==> config.mk <==
export PLATFORM = sky130hd
export DESIGN_NAME = adc_i2c_slave
export DESIGN_NICKNAME = d
export VERILOG_FILES = /design/src/rtl/adc_i2c_pkg.sv /design/src/rtl/i2c_line_sync.sv /design/src/rtl/adc_conv_timer.sv /design/src/rtl/adc_i2c_slave.sv
export SDC_FILE = /design/constraint.sdc
export NUM_CORES = 1
export LEC_CHECK = 0
export BUFFER_PORTS_ARGS = -buffer_cell sky130_fd_sc_hd__buf_2
export CORE_ASPECT_RATIO = 1.75
export CORE_MARGIN = 2
export CORE_UTILIZATION = 53
export DETAILED_ROUTE_END_ITERATION = 8
export PLACE_DENSITY = 0.86
export SLEW_MARGIN = 25
export SYNTH_ARGS = -nofsm -noshare
export SYNTH_HDL_FRONTEND = slang
export SYNTH_HIERARCHICAL = 1
export SYNTH_SLANG_ARGS = --single-unit
==> constraint.sdc <==
create_clock -name clk -period 2.9 [get_ports clk]
set_input_delay 0.29 -clock clk [delete_from_list [all_inputs] [get_ports clk]]
set_output_delay 0.29 -clock clk [all_outputs]
set_load 0.01 [all_outputs]
==> src/rtl/adc_i2c_pkg.sv <==
package adc_i2c_pkg;

    typedef enum logic [2:0] {
        ST_IDLE,
        ST_ADDR,
        ST_AACK,
        ST_CONV,
        ST_REL,
        ST_TX,
        ST_MACK,
        ST_WAIT
    } slv_state_e;

    localparam logic [5:0] ADDR_HI = 6'b110010;
    localparam int ACQ_TICKS = 2;

endpackage

==> src/rtl/i2c_line_sync.sv <==
module i2c_line_sync #(
    parameter int STAGES = 2
) (
    input  logic clk,
    input  logic rst_n,
    input  logic scl_i,
    input  logic sda_i,
    output logic scl_lvl,
    output logic sda_lvl,
    output logic scl_rise,
    output logic scl_fall,
    output logic start_det,
    output logic stop_det
);

    typedef struct packed {
        logic [STAGES-1:0] scl_sh;
        logic [STAGES-1:0] sda_sh;
        logic              scl_p;
        logic              sda_p;
    } sync_t;

    sync_t sy_d, sy_q;

    assign scl_lvl = sy_q.scl_sh[STAGES-1];
    assign sda_lvl = sy_q.sda_sh[STAGES-1];

    always_comb begin
        sy_d        = sy_q;
        sy_d.scl_sh = {sy_q.scl_sh[STAGES-2:0], scl_i};
        sy_d.sda_sh = {sy_q.sda_sh[STAGES-2:0], sda_i};
        sy_d.scl_p  = scl_lvl;
        sy_d.sda_p  = sda_lvl;
    end

    always_ff @(posedge clk or negedge rst_n) begin
        if (!rst_n) begin
            sy_q <= '1;
        end else begin
            sy_q <= sy_d;
        end
    end

    assign scl_rise  = scl_lvl & ~sy_q.scl_p;
    assign scl_fall  = ~scl_lvl & sy_q.scl_p;
    assign start_det = scl_lvl & sy_q.scl_p & sy_q.sda_p & ~sda_lvl;
    assign stop_det  = scl_lvl & sy_q.scl_p & ~sy_q.sda_p & sda_lvl;

endmodule

==> src/rtl/adc_conv_timer.sv <==
module adc_conv_timer #(
    parameter int ICLK_DIV   = 4,
    parameter int ACQ_TICKS  = 2,
    parameter int CONV_TICKS = 8
) (
    input  logic clk,
    input  logic rst_n,
    input  logic start,
    output logic busy,
    output logic done
);

    localparam int TOTAL = ACQ_TICKS + CONV_TICKS;
    localparam int CW    = $clog2(TOTAL + 1);
    localparam int PW    = (ICLK_DIV > 1) ? $clog2(ICLK_DIV) : 1;

    typedef struct packed {
        logic          busy;
        logic [PW-1:0] pre;
        logic [CW-1:0] cnt;
    } tmr_t;

    tmr_t tm_d, tm_q;
    logic tick;

    generate
        if (ICLK_DIV == 1) begin : g_nodiv
            assign tick = 1'b1;
        end else begin : g_div
            assign tick = (tm_q.pre == PW'(ICLK_DIV - 1));
        end
    endgenerate

    always_comb begin
        tm_d = tm_q;
        done = 1'b0;
        if (start) begin
            tm_d.busy = 1'b1;
            tm_d.pre  = '0;
            tm_d.cnt  = '0;
        end else if (tm_q.busy) begin
            tm_d.pre = tick ? '0 : tm_q.pre + 1'b1;
            if (tick) begin
                if (tm_q.cnt == CW'(TOTAL - 1)) begin
                    tm_d.busy = 1'b0;
                    done      = 1'b1;
                end else begin
                    tm_d.cnt = tm_q.cnt + 1'b1;
                end
            end
        end
    end

    always_ff @(posedge clk or negedge rst_n) begin
        if (!rst_n) begin
            tm_q <= '0;
        end else begin
            tm_q <= tm_d;
        end
    end

    assign busy = tm_q.busy;

    // the sequencer never restarts a conversion that is still running
    a_r6_no_restart: assert property (@(posedge clk) disable iff (!rst_n)
        start |-> !tm_q.busy);

endmodule

==> src/rtl/adc_i2c_slave.sv <==
module adc_i2c_slave
    import adc_i2c_pkg::*;
#(
    parameter int ICLK_DIV    = 4,
    parameter int CONV_TICKS  = 8,
    parameter int SYNC_STAGES = 2
) (
    input  logic       clk,
    input  logic       rst_n,
    input  logic       scl_i,
    input  logic       sda_i,
    input  logic       addr_sel,
    input  logic [7:0] sample_i,
    output logic       scl_oe,
    output logic       sda_oe
);

    typedef struct packed {
        slv_state_e state;
        logic [3:0] cnt;
        logic [7:0] shreg;
        logic       ack_seen;
        logic       scl_oe;
        logic       sda_oe;
    } ctl_t;

    ctl_t ctl_d, ctl_q;

    logic scl_lvl, sda_lvl, scl_rise, scl_fall, start_det, stop_det;
    logic conv_start, conv_busy, conv_done;

    i2c_line_sync #(.STAGES(SYNC_STAGES)) u_sync (
        .clk       (clk),
        .rst_n     (rst_n),
        .scl_i     (scl_i),
        .sda_i     (sda_i),
        .scl_lvl   (scl_lvl),
        .sda_lvl   (sda_lvl),
        .scl_rise  (scl_rise),
        .scl_fall  (scl_fall),
        .start_det (start_det),
        .stop_det  (stop_det)
    );

    adc_conv_timer #(
        .ICLK_DIV   (ICLK_DIV),
        .ACQ_TICKS  (ACQ_TICKS),
        .CONV_TICKS (CONV_TICKS)
    ) u_timer (
        .clk   (clk),
        .rst_n (rst_n),
        .start (conv_start),
        .busy  (conv_busy),
        .done  (conv_done)
    );

    always_comb begin
        ctl_d      = ctl_q;
        conv_start = 1'b0;
        if (stop_det) begin
            ctl_d.state  = ST_IDLE;
            ctl_d.cnt    = '0;
            ctl_d.sda_oe = 1'b0;
            ctl_d.scl_oe = 1'b0;
        end else if (start_det) begin
            ctl_d.state  = ST_ADDR;
            ctl_d.cnt    = '0;
            ctl_d.sda_oe = 1'b0;
            ctl_d.scl_oe = 1'b0;
        end else begin
            unique case (ctl_q.state)
                ST_IDLE, ST_WAIT: begin
                end
                ST_ADDR: begin
                    if (scl_rise && ctl_q.cnt < 4'd8) begin
                        ctl_d.shreg = {ctl_q.shreg[6:0], sda_lvl};
                        ctl_d.cnt   = ctl_q.cnt + 4'd1;
                    end else if (scl_fall && ctl_q.cnt == 4'd8) begin
                        if (ctl_q.shreg[7:1] == {ADDR_HI, addr_sel} && ctl_q.shreg[0]) begin
                            ctl_d.state  = ST_AACK;
                            ctl_d.sda_oe = 1'b1;
                        end else begin
                            ctl_d.state = ST_WAIT;
                        end
                    end
                end
                ST_AACK: begin
                    if (scl_fall) begin
                        ctl_d.sda_oe = 1'b0;
                        ctl_d.scl_oe = 1'b1;
                        ctl_d.state  = ST_CONV;
                        conv_start   = 1'b1;
                    end
                end
                ST_CONV: begin
                    if (conv_done) begin
                        ctl_d.shreg  = sample_i;
                        ctl_d.sda_oe = ~sample_i[7];
                        ctl_d.cnt    = '0;
                        ctl_d.state  = ST_REL;
                    end
                end
                ST_REL: begin
                    ctl_d.scl_oe = 1'b0;
                    ctl_d.state  = ST_TX;
                end
                ST_TX: begin
                    if (scl_fall) begin
                        if (ctl_q.cnt == 4'd7) begin
                            ctl_d.sda_oe   = 1'b0;
                            ctl_d.ack_seen = 1'b0;
                            ctl_d.cnt      = '0;
                            ctl_d.state    = ST_MACK;
                        end else begin
                            ctl_d.sda_oe = ~ctl_q.shreg[6];
                            ctl_d.shreg  = {ctl_q.shreg[6:0], 1'b0};
                            ctl_d.cnt    = ctl_q.cnt + 4'd1;
                        end
                    end
                end
                ST_MACK: begin
                    if (scl_rise) begin
                        ctl_d.ack_seen = ~sda_lvl;
                    end else if (scl_fall) begin
                        if (ctl_q.ack_seen) begin
                            ctl_d.scl_oe = 1'b1;
                            ctl_d.state  = ST_CONV;
                            conv_start   = 1'b1;
                        end else begin
                            ctl_d.state = ST_WAIT;
                        end
                    end
                end
                default: ctl_d.state = ST_IDLE;
            endcase
        end
    end

    always_ff @(posedge clk or negedge rst_n) begin
        if (!rst_n) begin
            ctl_q <= '{state: ST_IDLE, cnt: '0, shreg: '0, ack_seen: 1'b0,
                       scl_oe: 1'b0, sda_oe: 1'b0};
        end else begin
            ctl_q <= ctl_d;
        end
    end

    assign scl_oe = ctl_q.scl_oe;
    assign sda_oe = ctl_q.sda_oe;

    // while the timer runs, SCL is held low
    a_r6_stretch_during_conv: assert property (@(posedge clk) disable iff (!rst_n)
        conv_busy |-> ctl_q.scl_oe);

    // conversions only start on a falling SCL edge
    a_r8_conv_start_on_fall: assert property (@(posedge clk) disable iff (!rst_n)
        conv_start |-> scl_fall);

    // SDA drive changes only when the synchronised SCL was low
    a_r10_sda_only_scl_low: assert property (@(posedge clk) disable iff (!rst_n)
        (ctl_q.sda_oe != $past(ctl_q.sda_oe)) |->
            (!$past(scl_lvl) || $past(start_det) || $past(stop_det)));

    // no drive of either line while waiting for a START
    a_r9_quiet_in_wait: assert property (@(posedge clk) disable iff (!rst_n)
        (ctl_q.state == ST_WAIT) |-> (!ctl_q.sda_oe && !ctl_q.scl_oe));

endmodule

==> Word-level counts from Yosys, hierarchy flattened <==
Index checks and enable logic that the tools add are counted.
{ "totals": {"register_bits": 31, "output_inout_bits": 2} }
{ "classes": {"n_addsub": 3, "order_cmp": 1, "eq_ne": 29, "muxes": 52, "n_bitwise": 15, "reduce_logical": 18} }
{ "op_table": {"columns": ["operator", "count"], "rows": [
  ["inequality test 4 bit, second input constant", 11],
  ["one-hot mux 12 bit (3 select lines)", 1],
  ["2-to-1 mux 7 bit", 4],
  ["2-to-1 mux 3 bit", 8],
  ["2-to-1 mux 1 bit", 23],
  ["one-hot mux 3 bit (6 select lines)", 1],
  ["2-to-1 mux 16 bit", 1],
  ["2-to-1 mux 15 bit", 1],
  ["inequality test 2 bit, second input constant", 7],
  ["AND reduction 7 bit", 2],
  ["2-to-1 mux 12 bit", 1],
  ["2-to-1 mux 4 bit", 3],
  ["nonzero test 5 bit", 2],
  ["equality test 3 bit, second input constant", 3],
  ["AND reduction 9 bit", 1],
  ["adder 4 x 1 -> 4 bit, second input constant", 2],
  ["equality test 4 bit, second input constant", 2],
  ["2-to-1 mux 2 bit", 4],
  ["2-to-1 mux 8 bit", 1],
  ["NOT 1 bit", 8],
  ["nonzero test 8 bit", 1],
  ["bitwise AND 1 bit", 7],
  ["equality test 7 bit", 1],
  ["equality test 3 x 2 -> 1 bit, second input constant", 2],
  ["other kinds (16)", 21]
]} }

==> Logic depth before layout (Yosys ltp) <==
{ "depth": {"depth_word": 12, "depth_mapped": 12, "mapped_depth_nobuf": 10} }

==> Hierarchy <==
The synthesis kept the hierarchy.
{ "modules_own_cells": {"columns": ["module", "instances", "cells_per_inst", "area_each_um2", "seq_area_each_um2"], "rows": [
  ["adc_i2c_slave", 1, 155, 1211.2, 450.4],
  ["adc_conv_timer", 1, 38, 371.6, 175.2],
  ["i2c_line_sync", 1, 10, 190.2, 157.7]
]} }

==> Least setup slack after synthesis <==
No wires, ideal clock.
{ "synth_path": {"path_type": "flip-flop to flip-flop", "from": "register u_sync.sy_q, in the netlist u_sync/scl_lvl", "to": "register ctl_q[13] (netlist name)", "setup_ns": 0.078, "arrival_ns": 2.816, "slack_ns": 0.006, "path_stages_with_launch": 12, "synth_period_minus_slack_ns": 2.894, "cell_sequence": "dfstp_2 -> and4b_1 -> or2_2 -> clkbuf_1 -> nor2_1 -> and3_1 -> clkbuf_1 -> nor3_1 -> a21oi_1 -> or2_4 -> or4b_1 -> a21oi_1"} }
{ "synth_via": {"elab_cells_between_ends": 23, "classes_between": "eq/ne (3); mux (9); bitwise (8); reduce/logical (3)"} }
{ "synth_rtl": {"columns": ["element", "line", "text"], "rows": [
  ["start, declared", "i2c_line_sync.sv:23", "sync_t sy_d, sy_q;"],
  ["start signal, assigned", "i2c_line_sync.sv:40", "sy_q <= sy_d;"],
  ["bitwise AND 1 bit (3 in series)", "i2c_line_sync.sv:46", "assign start_det = scl_lvl & sy_q.scl_p & sy_q.sda_p & ~sda_lvl;"],
  ["via start_det", "adc_i2c_slave.sv:29", "logic scl_lvl, sda_lvl, scl_rise, scl_fall, start_det, stop_det;"],
  ["2-to-1 mux 1 bit", "adc_i2c_slave.sv:65", "end else if (start_det) begin"],
  ["2-to-1 mux 1 bit", "adc_i2c_slave.sv:60", "if (stop_det) begin"],
  ["via conv_start", "adc_i2c_slave.sv:30", "logic conv_start, conv_busy, conv_done;"],
  ["2-to-1 mux 1 bit", "adc_conv_timer.sv:37", "if (start) begin"],
  ["via conv_done", "adc_i2c_slave.sv:30", null],
  ["inequality test 4 bit (no line)", null, null],
  ["AND reduction 4 bit (no line)", null, null],
  ["end signal, assigned", "adc_i2c_slave.sv:141", "ctl_q <= '{state: ST_IDLE, cnt: '0, shreg: '0, ack_seen: 1'b0,"],
  ["end signal, assigned", "adc_i2c_slave.sv:144", "ctl_q <= ctl_d;"],
  ["end, declared", "adc_i2c_slave.sv:27", "ctl_t ctl_d, ctl_q;"]
]} }
The timed path passes the listed nets, and every way through them passes these cells.
A chain may end at the register's enable or synchronous reset.

==> Worst setup path after layout <==
Ends and elaborated chain as after synthesis.

==> impl_results.md <==
- Status: finished, final reports clean
- Critical Path End Type: flop
- Initial core utilization: between 50% and 60%
- Setup violators final: 0
- Die X-Extent: 47.72 um
- Syn nets: ~220
- Simple-Gate Fraction of Synth Area: a little under a quarter
- DR iter-0 viols: 61
- Compound-gate portion of the synthesized area: 20.68%
- Syn Inst Count: slightly above 200
- Maximum capacitance violations: 0
- Via count: 1631
- Port-buffer cells: 14
- Power density of the placed cells: 1025 mW/mm^2
- Register area: 783.3 sq um
- Slew headroom: 54.90%
- Largest family of logic cells by synthesized area: simple AND/OR/NAND/NOR gates
- Final Cell Area: 0.002001 sq mm
- # diodes: 0
- FMAX: 0.3681 GHz
- Post-DP Area: 0.001908 sq mm
- DRC: 0
- Routed Antenna Nets: 0
- Row cnt: 27
- Area Growth Syn to Fin: 12.84%
- Avg Cell Area, Syn: 8.734 sq um
- Via density: between 6 and 7
- CP Launch Type: flop
- # hold bufs at CTS: 0
- Main synth FF type: dfrtp_1
- Period utilization: 93.67%
- Area of the multi-input gates: 903.4 sq um
- Mux contribution to synthesized area: 2.258%
- DIE AREA: 0.003842 sq mm
- Drt wl/cell: between 10 and 15 um
- Die Y-Extent: 80.51 um
- Minimum clock period: 2.716 ns
- EDFF count, synth: 0
- Fraction of layout cells with a size suffix above 1: 17.94%
- Post CTS Setup Buffer Count: 0
- Maximum clock insertion buffer count: 2
- Most frequent cells in the layout: nand2_1 (27), dfrtp_1 (25), nor2_1 (20)
- Clock Skew: just under 0.006 ns
- Final core utilization: 63.00%
- Pin count of the biggest net entering global routing: 32
- Mapped cell area: ~0.0018 sq mm
- Fillers: 283
- Detailed Route WL: between 3000 and 4000 um
- Number of global-route vias before repair: 1594
- Final nets: between 200 and 250
- Min-Delay Path Class: in2async
- Grt ovf: 0
- RSZ-0062 raised after global routing: no
- Worst-path fanout max: 5
- Adder-cell share of the synthesized area: under 10%
- Post-synthesis xor/xnor area fraction: 0.9880%
- Leading cell type in the layout, fill and taps excluded: nand2_1
- CTS Buf Count: 5
- Pins Over Slew Limit: 0
- Ys async rst share: 100.0%
- Post-cts resize count: 0
- Clock transition at path regs: 0.07 ns
- Worst slew pin tran: 0.6766 ns
- Num ports: 15
- Total GRT Usage: between 20% and 30%
- DP Wirelength: between 2000 and 3000 um
- Static Leak: 0.9197 nW
- Sink Count: 31
- Worst-Skew Late Latency: 0.29 ns
- First-pass DRT Iterations: 6
- Worst VDD drop: between 0.6 and 0.7 mV
- WS Path Type: reg2reg
- Root buffer cell: clkbuf_8
- Fin. Hold Viols: 0
- YS warnings: 6
- CORE AREA: around 0.0032 sq mm
- WP data required: between 3 and 4 ns
- Worst Path Arrival: just under 3 ns
- CTS H-Tree Depth: 2
- GP Congestion: slightly below 1
- TritonCTS clock tree: yes
- Initial antenna violation count: 0
- First-pass GRT wire length: 6679 um
- FF+latch count, synth: 31
- Total power draw: 0.002051 W
- Setup Total Neg Slack: 0 ns
- Netlist cell types: 48
- Sequential-to-total area share from yosys stat: around 44%
-- stage by stage --
| step | hold slack, ns | instances | setup WS [ns] |
|---|---|---|---|
| 3_3_place_gp | 0.3469 | 258 | 0.3304 |
| 4_1_cts | 0.04998 | 266 | 0.2232 |
| 6_report | 0.03285 | 266 | 0.1835 |
| 2_1_floorplan | -0.005591 | 203 | 0.006499 |
| 3_5_place_dp | 0.3479 | 258 | 0.2595 |
| 5_1_grt | 0.08670 | 266 | 0.02396 |
-- area by class of cell --
type | instances | share of cell area, %
Tap cell | 43 | 2.689
Sequential cell | 31 | 39.15
Clock buffer | 5 | 3.440
Timing Repair Buffer | 21 | 6.129
Inverter | 12 | 2.251
Multi-Input combinational cell | 151 | 45.15
Clock inverter | 3 | 1.188
-- worst paths after layout --
kind	start	end	slack, ns	cells after the start
max reg2reg	u_sync/scl_lvl	ctl_q[13]	0.18	9
max	u_sync/scl_lvl	ctl_q[13]	0.18	9
min in group clk	scl_i	u_sync/sy_d[5]	0.09	1
min	rst_n	ctl_q[12]	0.03	1
max in group asynchronous	rst_n	u_timer/tm_q[3]	2.43	1
min reg2reg	u_sync/sy_d[5]	u_sync/scl_lvl	0.36	0
-- Yosys cell counts, drive strengths merged, types with 3 or more instances --
library cell	count	area (sq um)
nand2	27	101.4
dfrtp	25	625.6
nor2	20	75.07
a21oi	16	80.08
o21ai	14	70.07
inv	12	45.04
a31oi	11	68.82
buf	6	28.77
dfstp	6	157.7
ha	5	62.56
nand3b	5	37.54
nor3	5	30.03
mux2i	4	40.04
nand3	4	20.02
clkbuf	3	12.51
nor2b	3	18.77
o211ai	3	22.52
or2	3	21.28
-- cell families after synthesis --
family	count (synthesis)
AO/OA/AOI/OAI	58
AND/OR/NAND/NOR	82
XOR/XNOR	2
flip-flops	31
multiplexers	4
adder cells (fa/ha/maj)	5
buffers and inverters	21
-- report_power, final --
group | internal (W) | total, W | switching (W)
combinational | 0.000395 | 0.000965 | 0.000570
clock | 0.000171 | 0.000345 | 0.000174
sequential | 0.000598 | 0.000740 | 0.000142
-- layer usage --
metal | share of wire [%] | global-route usage (%) | wire, um
met4 | 4.0 | 13.51 | 157
met2 | 55 | 41.07 | 2145
met3 | 5.7 | 4.494 | 224
met5 | 0 | 0 | 0
met1 | 36 | 26.43 | 1397
-- flip-flops by register name (all words and copies together) (netlist names) --
name,cells
ctl_q,16
scl_oe,1
sda_oe,1
u_sync/scl_lvl,1
u_sync/sda_lvl,1
u_sync/sy_d,2
u_sync/sy_q,2
u_timer/busy,1
u_timer/tm_q,6
-- critical path, stage by stage (launching register included) --
cell and delay, ns:
dfstp_2 0.56, and4b_1 0.26, or2_2 0.14, nor2_1 0.04, and3_1 0.19, nor3_1 0.35
a21oi_1 0.18, or2_4 0.30, or4b_1 0.46, a21oi_1 0.15
No activity file was read; power rests on OpenSTA's default activity.
